--- src/rtl/pwmt_pkg.sv ---
package pwmt_pkg;
   localparam int ADDR_W      = 4;
   localparam int CTRL_W      = 3;
   localparam int MAX_MATCH   = 8;
   localparam int CFG_RST_LSB = 8;

   localparam logic [ADDR_W-1:0] A_CTRL   = 4'd0;
   localparam logic [ADDR_W-1:0] A_PRE    = 4'd1;
   localparam logic [ADDR_W-1:0] A_COUNT  = 4'd2;
   localparam logic [ADDR_W-1:0] A_FLAG   = 4'd3;
   localparam logic [ADDR_W-1:0] A_CFG    = 4'd4;
   localparam logic [ADDR_W-1:0] A_REL    = 4'd5;
   localparam logic [ADDR_W-1:0] A_MATCH0 = 4'd8;

   localparam int CB_RUN  = 0;
   localparam int CB_HOLD = 1;
   localparam int CB_PWM  = 2;
endpackage

--- src/rtl/pwmt_prescaler.sv ---
module pwmt_prescaler #(
   parameter int PRE_W = 32
) (
   input  logic             clk,
   input  logic             rst_n,
   input  logic             run,
   input  logic             hold,
   input  logic [PRE_W-1:0] limit,
   output logic             tick
);
   logic [PRE_W-1:0] div_q;

   // ">=" so that lowering the limit mid-count cannot strand the divider
   assign tick = run && !hold && (div_q >= limit);

   always_ff @(posedge clk or negedge rst_n) begin
      if (!rst_n)
         div_q <= '0;
      else if (!run || hold || tick)
         div_q <= '0;
      else
         div_q <= div_q + 1'b1;
   end
endmodule

--- src/rtl/pwmt_counter.sv ---
module pwmt_counter #(
   parameter int CNT_W = 32
) (
   input  logic             clk,
   input  logic             rst_n,
   input  logic             hold,
   input  logic             tick,
   input  logic             wrap,
   output logic [CNT_W-1:0] count
);
   always_ff @(posedge clk or negedge rst_n) begin
      if (!rst_n)
         count <= '0;
      else if (hold)
         count <= '0;
      else if (tick)
         count <= wrap ? '0 : count + 1'b1;
   end
endmodule

--- src/rtl/pwmt_match_chan.sv ---
module pwmt_match_chan #(
   parameter int CNT_W = 32
) (
   input  logic             clk,
   input  logic             rst_n,
   input  logic [CNT_W-1:0] count,
   input  logic             tick,
   input  logic             pwm_mode,
   input  logic             boundary,
   input  logic             released,
   input  logic             wr,
   input  logic [CNT_W-1:0] wdata,
   output logic             hit,
   output logic [CNT_W-1:0] shadow
);
   logic [CNT_W-1:0] live_q;

   assign hit = tick && (count == live_q);

   always_ff @(posedge clk or negedge rst_n) begin
      if (!rst_n)
         shadow <= '0;
      else if (wr)
         shadow <= wdata;
   end

   // Timer mode: write-through. PWM mode: copy the old shadow at the wrap.
   always_ff @(posedge clk or negedge rst_n) begin
      if (!rst_n)
         live_q <= '0;
      else if (!pwm_mode) begin
         if (wr)
            live_q <= wdata;
      end else if (boundary && released)
         live_q <= shadow;
   end
endmodule

--- src/rtl/pwm_shadow_timer.sv ---
module pwm_shadow_timer
   import pwmt_pkg::*;
#(
   parameter int CNT_W   = 32,
   parameter int PRE_W   = 32,
   parameter int N_MATCH = 7
) (
   input  logic               clk,
   input  logic               rst_n,
   input  logic               bus_we,
   input  logic [ADDR_W-1:0]  bus_addr,
   input  logic [CNT_W-1:0]   bus_wdata,
   output logic [CNT_W-1:0]   bus_rdata,
   output logic               irq,
   output logic [N_MATCH-2:0] pwm_out
);
   localparam int N_PWM = N_MATCH - 1;

   if (N_MATCH < 2 || N_MATCH > MAX_MATCH) begin : g_bad_nmatch
      $error("N_MATCH must lie in 2..8");
   end
   if (CNT_W < CFG_RST_LSB + MAX_MATCH) begin : g_bad_cntw
      $error("CNT_W must be at least 16");
   end
   if (PRE_W < 1 || PRE_W > CNT_W) begin : g_bad_prew
      $error("PRE_W must lie in 1..CNT_W");
   end

   logic [CTRL_W-1:0]  ctrl_q;
   logic [PRE_W-1:0]   pre_q;
   logic [N_MATCH-1:0] flag_q, ien_q, rsten_q, rel_q;
   logic [N_MATCH-1:0] hit, rst_eff, xfer, wr_match;
   logic [CNT_W-1:0]   shadow_w [N_MATCH];
   logic [CNT_W-1:0]   count_q;
   logic               run, hold, pwm_mode, tick, boundary;
   logic               wr_ctrl, wr_pre, wr_flag, wr_cfg, wr_rel;

   assign run      = ctrl_q[CB_RUN];
   assign hold     = ctrl_q[CB_HOLD];
   assign pwm_mode = ctrl_q[CB_PWM];

   assign wr_ctrl = bus_we && (bus_addr == A_CTRL);
   assign wr_pre  = bus_we && (bus_addr == A_PRE);
   assign wr_flag = bus_we && (bus_addr == A_FLAG);
   assign wr_cfg  = bus_we && (bus_addr == A_CFG);
   assign wr_rel  = bus_we && (bus_addr == A_REL);

   // Channel 0 always wraps the count in PWM mode.
   assign rst_eff  = rsten_q | N_MATCH'(pwm_mode);
   assign boundary = |(hit & rst_eff);
   assign xfer     = (pwm_mode && boundary) ? rel_q : '0;

   pwmt_prescaler #(.PRE_W(PRE_W)) u_pre (
      .clk(clk), .rst_n(rst_n), .run(run), .hold(hold),
      .limit(pre_q), .tick(tick)
   );

   pwmt_counter #(.CNT_W(CNT_W)) u_cnt (
      .clk(clk), .rst_n(rst_n), .hold(hold), .tick(tick),
      .wrap(boundary), .count(count_q)
   );

   for (genvar k = 0; k < N_MATCH; k++) begin : g_ch
      assign wr_match[k] = bus_we && (bus_addr == A_MATCH0 + ADDR_W'(k));

      pwmt_match_chan #(.CNT_W(CNT_W)) u_ch (
         .clk(clk), .rst_n(rst_n), .count(count_q), .tick(tick),
         .pwm_mode(pwm_mode), .boundary(boundary), .released(rel_q[k]),
         .wr(wr_match[k]), .wdata(bus_wdata),
         .hit(hit[k]), .shadow(shadow_w[k])
      );

      if (k > 0) begin : g_pwm
         logic out_q;
         always_ff @(posedge clk or negedge rst_n) begin
            if (!rst_n)
               out_q <= 1'b0;
            else if (!pwm_mode)
               out_q <= 1'b0;
            else if (hold || boundary)
               out_q <= 1'b1;
            else if (hit[k])
               out_q <= 1'b0;
         end
         assign pwm_out[k-1] = out_q;
      end
   end

   always_ff @(posedge clk or negedge rst_n) begin
      if (!rst_n) begin
         ctrl_q  <= '0;
         pre_q   <= '0;
         ien_q   <= '0;
         rsten_q <= '0;
         flag_q  <= '0;
         rel_q   <= '0;
      end else begin
         if (wr_ctrl) ctrl_q <= bus_wdata[CTRL_W-1:0];
         if (wr_pre)  pre_q  <= bus_wdata[PRE_W-1:0];
         if (wr_cfg) begin
            ien_q   <= bus_wdata[N_MATCH-1:0];
            rsten_q <= bus_wdata[CFG_RST_LSB +: N_MATCH];
         end
         flag_q <= (flag_q & ~(wr_flag ? bus_wdata[N_MATCH-1:0] : '0)) | hit;
         rel_q  <= (rel_q & ~xfer) | (wr_rel ? bus_wdata[N_MATCH-1:0] : '0);
      end
   end

   assign irq = |(flag_q & ien_q);

   always_comb begin
      bus_rdata = '0;
      case (bus_addr)
         A_CTRL:  bus_rdata[CTRL_W-1:0]  = ctrl_q;
         A_PRE:   bus_rdata[PRE_W-1:0]   = pre_q;
         A_COUNT: bus_rdata              = count_q;
         A_FLAG:  bus_rdata[N_MATCH-1:0] = flag_q;
         A_CFG: begin
            bus_rdata[N_MATCH-1:0]            = ien_q;
            bus_rdata[CFG_RST_LSB +: N_MATCH] = rsten_q;
         end
         A_REL:   bus_rdata[N_MATCH-1:0] = rel_q;
         default: begin
            for (int k = 0; k < N_MATCH; k++)
               if (bus_addr == A_MATCH0 + ADDR_W'(k))
                  bus_rdata = shadow_w[k];
         end
      endcase
   end
endmodule

--- config.mk ---
export PLATFORM = sky130hd
export DESIGN_NAME = pwm_shadow_timer
export DESIGN_NICKNAME = d
export VERILOG_FILES = /design/src/rtl/pwmt_pkg.sv /design/src/rtl/pwmt_prescaler.sv /design/src/rtl/pwmt_counter.sv /design/src/rtl/pwmt_match_chan.sv /design/src/rtl/pwm_shadow_timer.sv
export SDC_FILE = /design/constraint.sdc
export NUM_CORES = 1
export LEC_CHECK = 0
export BUFFER_PORTS_ARGS = -buffer_cell sky130_fd_sc_hd__buf_2
export CAP_MARGIN = 0
export CORE_ASPECT_RATIO = 0.6
export CORE_UTILIZATION = 57
export DETAILED_ROUTE_END_ITERATION = 8
export PLACE_DENSITY = 0.77
export SETUP_SLACK_MARGIN = 0.2
export SYNTH_ARGS = -nofsm -noshare
export SYNTH_HDL_FRONTEND = slang
export SYNTH_HIERARCHICAL = 1
export SYNTH_SLANG_ARGS = --single-unit
--- constraint.sdc ---
create_clock -name clk -period 4.3 [get_ports clk]
set_input_delay 0.215 -clock clk [delete_from_list [all_inputs] [get_ports clk]]
set_output_delay 0.215 -clock clk [all_outputs]
set_load 0.05 [all_outputs]
# Word level (Yosys, flattened, before mapping)
# Cells that the tools add are included.
[op_classes] n_addsub=2 n_lt_le_gt_ge=1 n_eq_ne=32 mux=58 bitwise=9 n_reduce_logical=54
[op_table] cell="32-bit 2-to-1 mux" n=32
[op_table] cell="32-bit equality test" n=7
[op_table] cell="32-bit by 1-bit adder with 32-bit output, second input constant" n=2
[op_table] cell="17-bit one-hot mux with 3 select lines" n=1
[op_table] cell="32-bit >= comparator" n=1
[op_table] cell="1-bit logical AND" n=29
[op_table] cell="7-bit bitwise AND" n=4
[op_table] cell="4-bit equality test, second input constant" n=7
[op_table] cell="7-bit one-hot mux with 4 select lines" n=1
[op_table] cell="4-bit one-hot mux with 6 select lines" n=1
[op_table] cell="7-bit 2-to-1 mux" n=3
[op_table] cell="1-bit 2-to-1 mux" n=18
[op_table] cell="3-bit by 1-bit inequality test with 1-bit output, second input constant" n=6
[op_table] cell="3-bit one-hot mux with 6 select lines" n=1
[op_table] cell="2-bit nonzero test" n=8
[op_table] cell="2-bit by 1-bit inequality test with 1-bit output, second input constant" n=7
[op_table] cell="7-bit NOT" n=2
[op_table] cell="7-bit bitwise OR" n=2
[op_table] cell="2-bit AND reduction" n=7
[op_table] cell="7-bit OR reduction" n=2
[op_table] cell="4-bit by 2-bit equality test with 1-bit output, second input constant" n=2
[op_table] cell="4-bit by 3-bit equality test with 1-bit output, second input constant" n=2
[op_table] cell="7-bit by 1-bit bitwise OR with 7-bit output" n=1
[op_table] cell="4-bit by 1-bit equality test with 1-bit output, second input constant" n=1
[op_table] cell="other kinds (6)" n=9
[totals] regBits=581 inputBits=39 output_inout_bits=39 wordCells=184

# Logic depth before layout (Yosys ltp)
[depth] word_depth=11 depth_mapped=17 depth_no_buf=15

# Modules after synthesis
# The synthesis kept the hierarchy.
[modules_own_cells] module="pwmt_match_chan" instances=7 cells_each=252 area_per_inst_um2=3071.7
[modules_own_cells] module="pwm_shadow_timer" instances=1 cells_each=596 area_per_inst_um2=5634.2
[modules_own_cells] module="pwmt_prescaler" instances=1 cells_each=282 area_per_inst_um2=2662.6
[modules_own_cells] module="pwmt_counter" instances=1 cells_each=222 area_per_inst_um2=1930.6

# Least setup slack after synthesis
# Ideal clock, no wire load.
[synth_path] path_kind="register -> register" start="register u_pre.div_q[0]" end="register u_cnt.count[31]" setup_time_ps=87 arrival_time_ps=4391 required_ps=4213 path_slack_ps=-179 path_stages_with_launch=16 n_path_buf=1 path_cell_list="dfrtp_1 inv_1 ha_1 nand2b_4 a2111oi_2 nor4b_1 o31a_1 o211a_1 nand3_1 nor3_1 a22oi_1 nand4_1 clkbuf_1 or3b_2 or4_1 o211ai_1"
[synth_between] elab_chain_len=8 word_cells_on_any_way=15 classes_between="order compare (1); mux (3); bitwise (1); reduce/logical (10)"
[synth_lines] element="start, declared" line_no="pwmt_prescaler.sv:11" rtl="logic [PRE_W-1:0] div_q;"
[synth_lines] element="start signal, assigned" line_no="pwmt_prescaler.sv:22" rtl="div_q <= div_q + 1'b1;"
[synth_lines] element="32-bit >= comparator" line_no="pwmt_prescaler.sv:14" rtl="assign tick = run && !hold && (div_q >= limit);"
[synth_lines] element="1-bit logical AND" line_no="pwmt_prescaler.sv:14"
[synth_lines] element="via tick" line_no="pwm_shadow_timer.sv:35" rtl="logic run, hold, pwm_mode, tick, boundary;"
[synth_lines] element="1-bit logical AND" line_no="pwmt_match_chan.sv:18" rtl="assign hit = tick && (count == live_q);"
[synth_lines] element="via hit[2]" line_no="pwm_shadow_timer.sv:32" rtl="logic [N_MATCH-1:0] hit, rst_eff, xfer, wr_match;"
[synth_lines] element="7-bit bitwise AND" line_no="pwm_shadow_timer.sv:50" rtl="assign boundary = |(hit & rst_eff);"
[synth_lines] element="7-bit OR reduction" line_no="pwm_shadow_timer.sv:50"
[synth_lines] element="via boundary" line_no="pwm_shadow_timer.sv:35"
[synth_lines] element="32-bit 2-to-1 mux" line_no="pwmt_counter.sv:17" rtl="count <= wrap ? '0 : count + 1'b1;"
[synth_lines] element="32-bit 2-to-1 mux" line_no="pwmt_counter.sv:16" rtl="else if (tick)"
[synth_lines] element="32-bit 2-to-1 mux" line_no="pwmt_counter.sv:14" rtl="else if (hold)"
[synth_lines] element="end signal, assigned" line_no="pwmt_counter.sv:17"
[synth_lines] element="end, declared" line_no="pwmt_counter.sv:9" rtl="output logic [CNT_W-1:0] count"
# The timed path passes the listed nets, and every way through them passes these cells. The select of a mux whose other input is x is not followed.
# A chain may end at the register's enable or synchronous reset.

# Worst setup path after layout
[layout_path] start="register pre_q[0]" end="register u_cnt.count[31]"
[layout_between] elab_chain_len=8 word_cells_on_any_way=15 classes_between="order compare (1); mux (3); bitwise (1); reduce/logical (10)"
[layout_lines] element="start, declared" line_no="pwm_shadow_timer.sv:30" rtl="logic [PRE_W-1:0] pre_q;"
[layout_lines] element="start signal, assigned" line_no="pwm_shadow_timer.sv:99" rtl="if (wr_pre) pre_q <= bus_wdata[PRE_W-1:0];"
[layout_lines] element="32-bit >= comparator" line_no="pwmt_prescaler.sv:14"
[layout_lines] element="1-bit logical AND" line_no="pwmt_prescaler.sv:14"
[layout_lines] element="via tick" line_no="pwm_shadow_timer.sv:35"
[layout_lines] element="1-bit logical AND" line_no="pwmt_match_chan.sv:18"
[layout_lines] element="via hit[3]" line_no="pwm_shadow_timer.sv:32"
[layout_lines] element="7-bit bitwise AND" line_no="pwm_shadow_timer.sv:50"
[layout_lines] element="7-bit OR reduction" line_no="pwm_shadow_timer.sv:50"
[layout_lines] element="via boundary" line_no="pwm_shadow_timer.sv:35"
[layout_lines] element="32-bit 2-to-1 mux" line_no="pwmt_counter.sv:17"
[layout_lines] element="32-bit 2-to-1 mux" line_no="pwmt_counter.sv:16"
[layout_lines] element="32-bit 2-to-1 mux" line_no="pwmt_counter.sv:14"
# The timed path passes the listed nets, and every way through them passes these cells. The select of a mux whose other input is x is not followed.

==> results.sh <==
export IMPL_dieArea_mm2=0.0566
export IMPL_cts_buffers=54
export IMPL_grt_usage_pct=40.5
export IMPL_synth_largest_area_cell="dfrtp_1"
export IMPL_grt_antenna_before_repair=6
export IMPL_hold_violations=0
export IMPL_slew_violations=0
export IMPL_rows=66
export IMPL_ir_worst_vdd_mv=0.327
export IMPL_grt_busiest_layer="met1"
export IMPL_cts_path_max_buffers=3
export IMPL_crit_start="pre_q[0]$_DFFE_PN0P_"
export IMPL_fmax_mhz=247
export IMPL_synth_most_common_cell="dfrtp_1"
export IMPL_synthCells=2864
export IMPL_initial_utilization_pct=58.1
export IMPL_drt_initial_drc_count=4206
export IMPL_antenna_left=0
export IMPL_tightestPinTransition_ns=1.21
export IMPL_yosysWarnings=6
export IMPL_layout_drive_gt1_share_pct=24.3
export IMPL_cts_sinks=581
export IMPL_worstSkewPairLatency_ns=0.64
export IMPL_routed_wl_um=115000
export IMPL_reg2reg_depth=15
export IMPL_grt_max_degree=115
export IMPL_portBuffers=77
export IMPL_power_density_mw_per_mm2=508
export IMPL_yosys_register_bits=581
export IMPL_synth_edf_count=0
export IMPL_core_mm2=0.0546
export IMPL_fin_crit_sh_pct=94.1
export IMPL_cp_arrival_ns=4.58
export IMPL_fin_util_pct=64.8
export IMPL_synth_seq_area_share_pct=45.8
export IMPL_synth_nets=2937
export IMPL_first_pass_iters=8
export IMPL_hold_path_cell_count=3
export IMPL_grt_first_pass_wirelength_um=168000
export IMPL_leakage_nw=16.4
export IMPL_wl_per_cell_um=30.7
export IMPL_design_power_total_mw=18.0
export IMPL_maxCapViolCount=0
export IMPL_dieWidth_um=307
export IMPL_hpwl_um=77600
export IMPL_hp_start="bus_wdata[5]"
export IMPL_nets=3008
export IMPL_routabilityCongestion=1.01
export IMPL_hold_class="in2reg"
export IMPL_grt_met2_usage_pct=54.5
export IMPL_finalSetupViolCount=0
export IMPL_critPathMaxFanout=8
export IMPL_regArea_mm2=0.0145
export IMPL_synth_top_flop_cell="dfrtp_1"
export IMPL_worstSetupPathType="reg2reg"
export IMPL_rsz0062_at_grt="yes"
export IMPL_synth_top_cells_by_count="dfrtp_1, mux2_2, nand2_1"
export IMPL_rrSetupSlack_ns=0.25
export IMPL_syn_area_mm2=0.0317
export IMPL_synthArstFlopShare_pct=100
export IMPL_grt_ovfl_total=0
export IMPL_fp_dieH_um=185
export IMPL_max_slew_margin_rel_pct=19.3
export IMPL_clk_pin_slew_ns=0.08
export IMPL_area_delta_synth_final_pct=11.5
export IMPL_gr_usage_met1_pct=58.4
export IMPL_cts_max_level=2
export IMPL_grt_pass1_vias=24552
export IMPL_finalCriticalPeriod_ns=4.05
export IMPL_multi_input_area_mm2=0.0159
export IMPL_crit_required_ns=4.83
export IMPL_gr_usage_met3_pct=17.0
export IMPL_status="finished, final reports clean"
export IMPL_start_kind="register"
export IMPL_tritoncts="built"
export IMPL_vias_per_cell=6.82
export IMPL_synthDominantCellAreaShare_pct=45.8
export IMPL_syn_avg_cell_area_um2=11.1
export IMPL_yosys_top_cells_area="dfrtp_1, mux2_2, mux2i_1, xor2_1, o21ai_0"
export IMPL_num_vias=25456
export IMPL_fill_cells=4212
export IMPL_yosysUniqueCellTypes=86
export IMPL_end_kind="register"
export IMPL_ios=78
export IMPL_skew_ns=0.0343
export IMPL_root_buffer="clkbuf_16"
export IMPL_r2r_start="pre_q[0]$_DFFE_PN0P_"
export IMPL_drc=0
==> worst paths after layout <==
kind,endpoint
max in group asynchronous,g_ch[2].u_ch/shadow[23]$_DFFE_PN0P_
hold / removal,flag_q[5]$_DFF_PN0_
setup reg to reg,u_cnt/count[31]$_DFFE_PN0P_
setup / recovery,u_cnt/count[31]$_DFFE_PN0P_
hold reg to reg,g_ch[4].u_ch/live_q[29]$_DFFE_PN0P_
min in group asynchronous,g_ch[4].u_ch/live_q[13]$_DFFE_PN0P_
==> layout by cell type (no fill, tap or decap), drive strengths merged, types with 23 or more instances in the layout <==
cell / instances
mux2: 290
nor2: 41
ha: 34
nor2b: 27
o22ai: 26
a22oi: 26
nor4: 59
a22o: 31
buf: 206
a21oi: 69
o21ai: 261
a31oi: 23
inv: 44
nor3: 58
xnor2: 34
mux2i: 245
nand4: 34
clkbuf: 75
nand2: 280
dfrtp: 581
nand3: 55
xor2: 222
==> repair_timing <==
item                       4_1_cts  5_1_grt
gates resized for setup          1       21
pin swaps                        0       13
gates cloned                     0        2
hold endpoints to repair        98        0
hold buffers                     1        0
setup buffers                    0        9
setup endpoints to repair       12       61
==> per-layer routing <==
metal  vias up  share of wire, %
met4         4               3.5
met3       264                16
met2      1895                40
li1      10520                 -
met1     12773                41
met5         -             0.017
==> worst max-delay path, stage by stage (launching register included) <==
cell and delay, ns:
dfrtp_1 0.40, ha_1 0.28, nand2b_4 0.15, a2111oi_4 0.36, nor4b_2 0.11, o31a_2 0.36, o211a_4 0.30, nand3_2 0.08
nor3_2 0.06, a22oi_2 0.20, nand4_1 0.17, buf_6 0.17, buf_12 0.13, or3b_4 0.46, or4_4 0.54, o211ai_1 0.16
==> cell families after synthesis <==
family,synth area share [%]
AOI/OAI and AO/OA,11.9
xor gates and xnor gates,7.07
adders and majority gates,1.34
buffers and inverters,4.65
DFF,45.8
muxes,18.5
and+or+nand+nor,10.7
==> cell type report <==
| type | instances | share of cell area, % |
|---|---|---|
| clock inverter | 28 | 1.33 |
| multi-input combinational | 2044 | 45.0 |
| sequential | 581 | 41.1 |
| timing repair buffer | 208 | 4.83 |
| clock buffer | 74 | 4.55 |
| tap | 748 | 2.65 |
| inverter | 46 | 0.488 |
| antenna | 5 | 0.0354 |
==> sequential cells by signal, summed over array words and instances (netlist names), 6 cells and up <==
signal and flops:
rel_q 7, ien_q 7, g_ch.g_pwm.out_q 6, g_ch.u_ch/live_q 224
flag_q 7, u_pre/div_q 32, pre_q 32, g_ch.u_ch/shadow 224
rsten_q 7, u_cnt/count 32
==> per-stage QoR <==
| step | TNS, ns | cell area (µm²) | setup slack, ns | hold WS [ns] | std cells |
|---|---|---|---|---|---|
| final | 0 | 35400 | 0.254 | 0.0340 | 3734 |
| after detailed placement | -0.178 | 33100 | -0.0648 | 0.347 | 3615 |
| after global routing | 0 | 35400 | 0.151 | 0.0598 | 3730 |
| after CTS | 0 | 35200 | 0.213 | 0.0298 | 3718 |
| after floorplan | 0 | 31800 | 0.0298 | -0.0806 | 2864 |
| after global placement | -0.0303 | 33100 | -0.0117 | 0.342 | 3615 |
==> where the power goes <==
| part | switching, mW | leakage [nW] | internal, mW |
|---|---|---|---|
| Clock | 2.30 | 1.03 | 3.40 |
| Combinational | 2.64 | 8.00 | 1.85 |
| Sequential | 1.10 | 7.35 | 6.69 |
No activity file was read; power rests on OpenSTA's default activity.
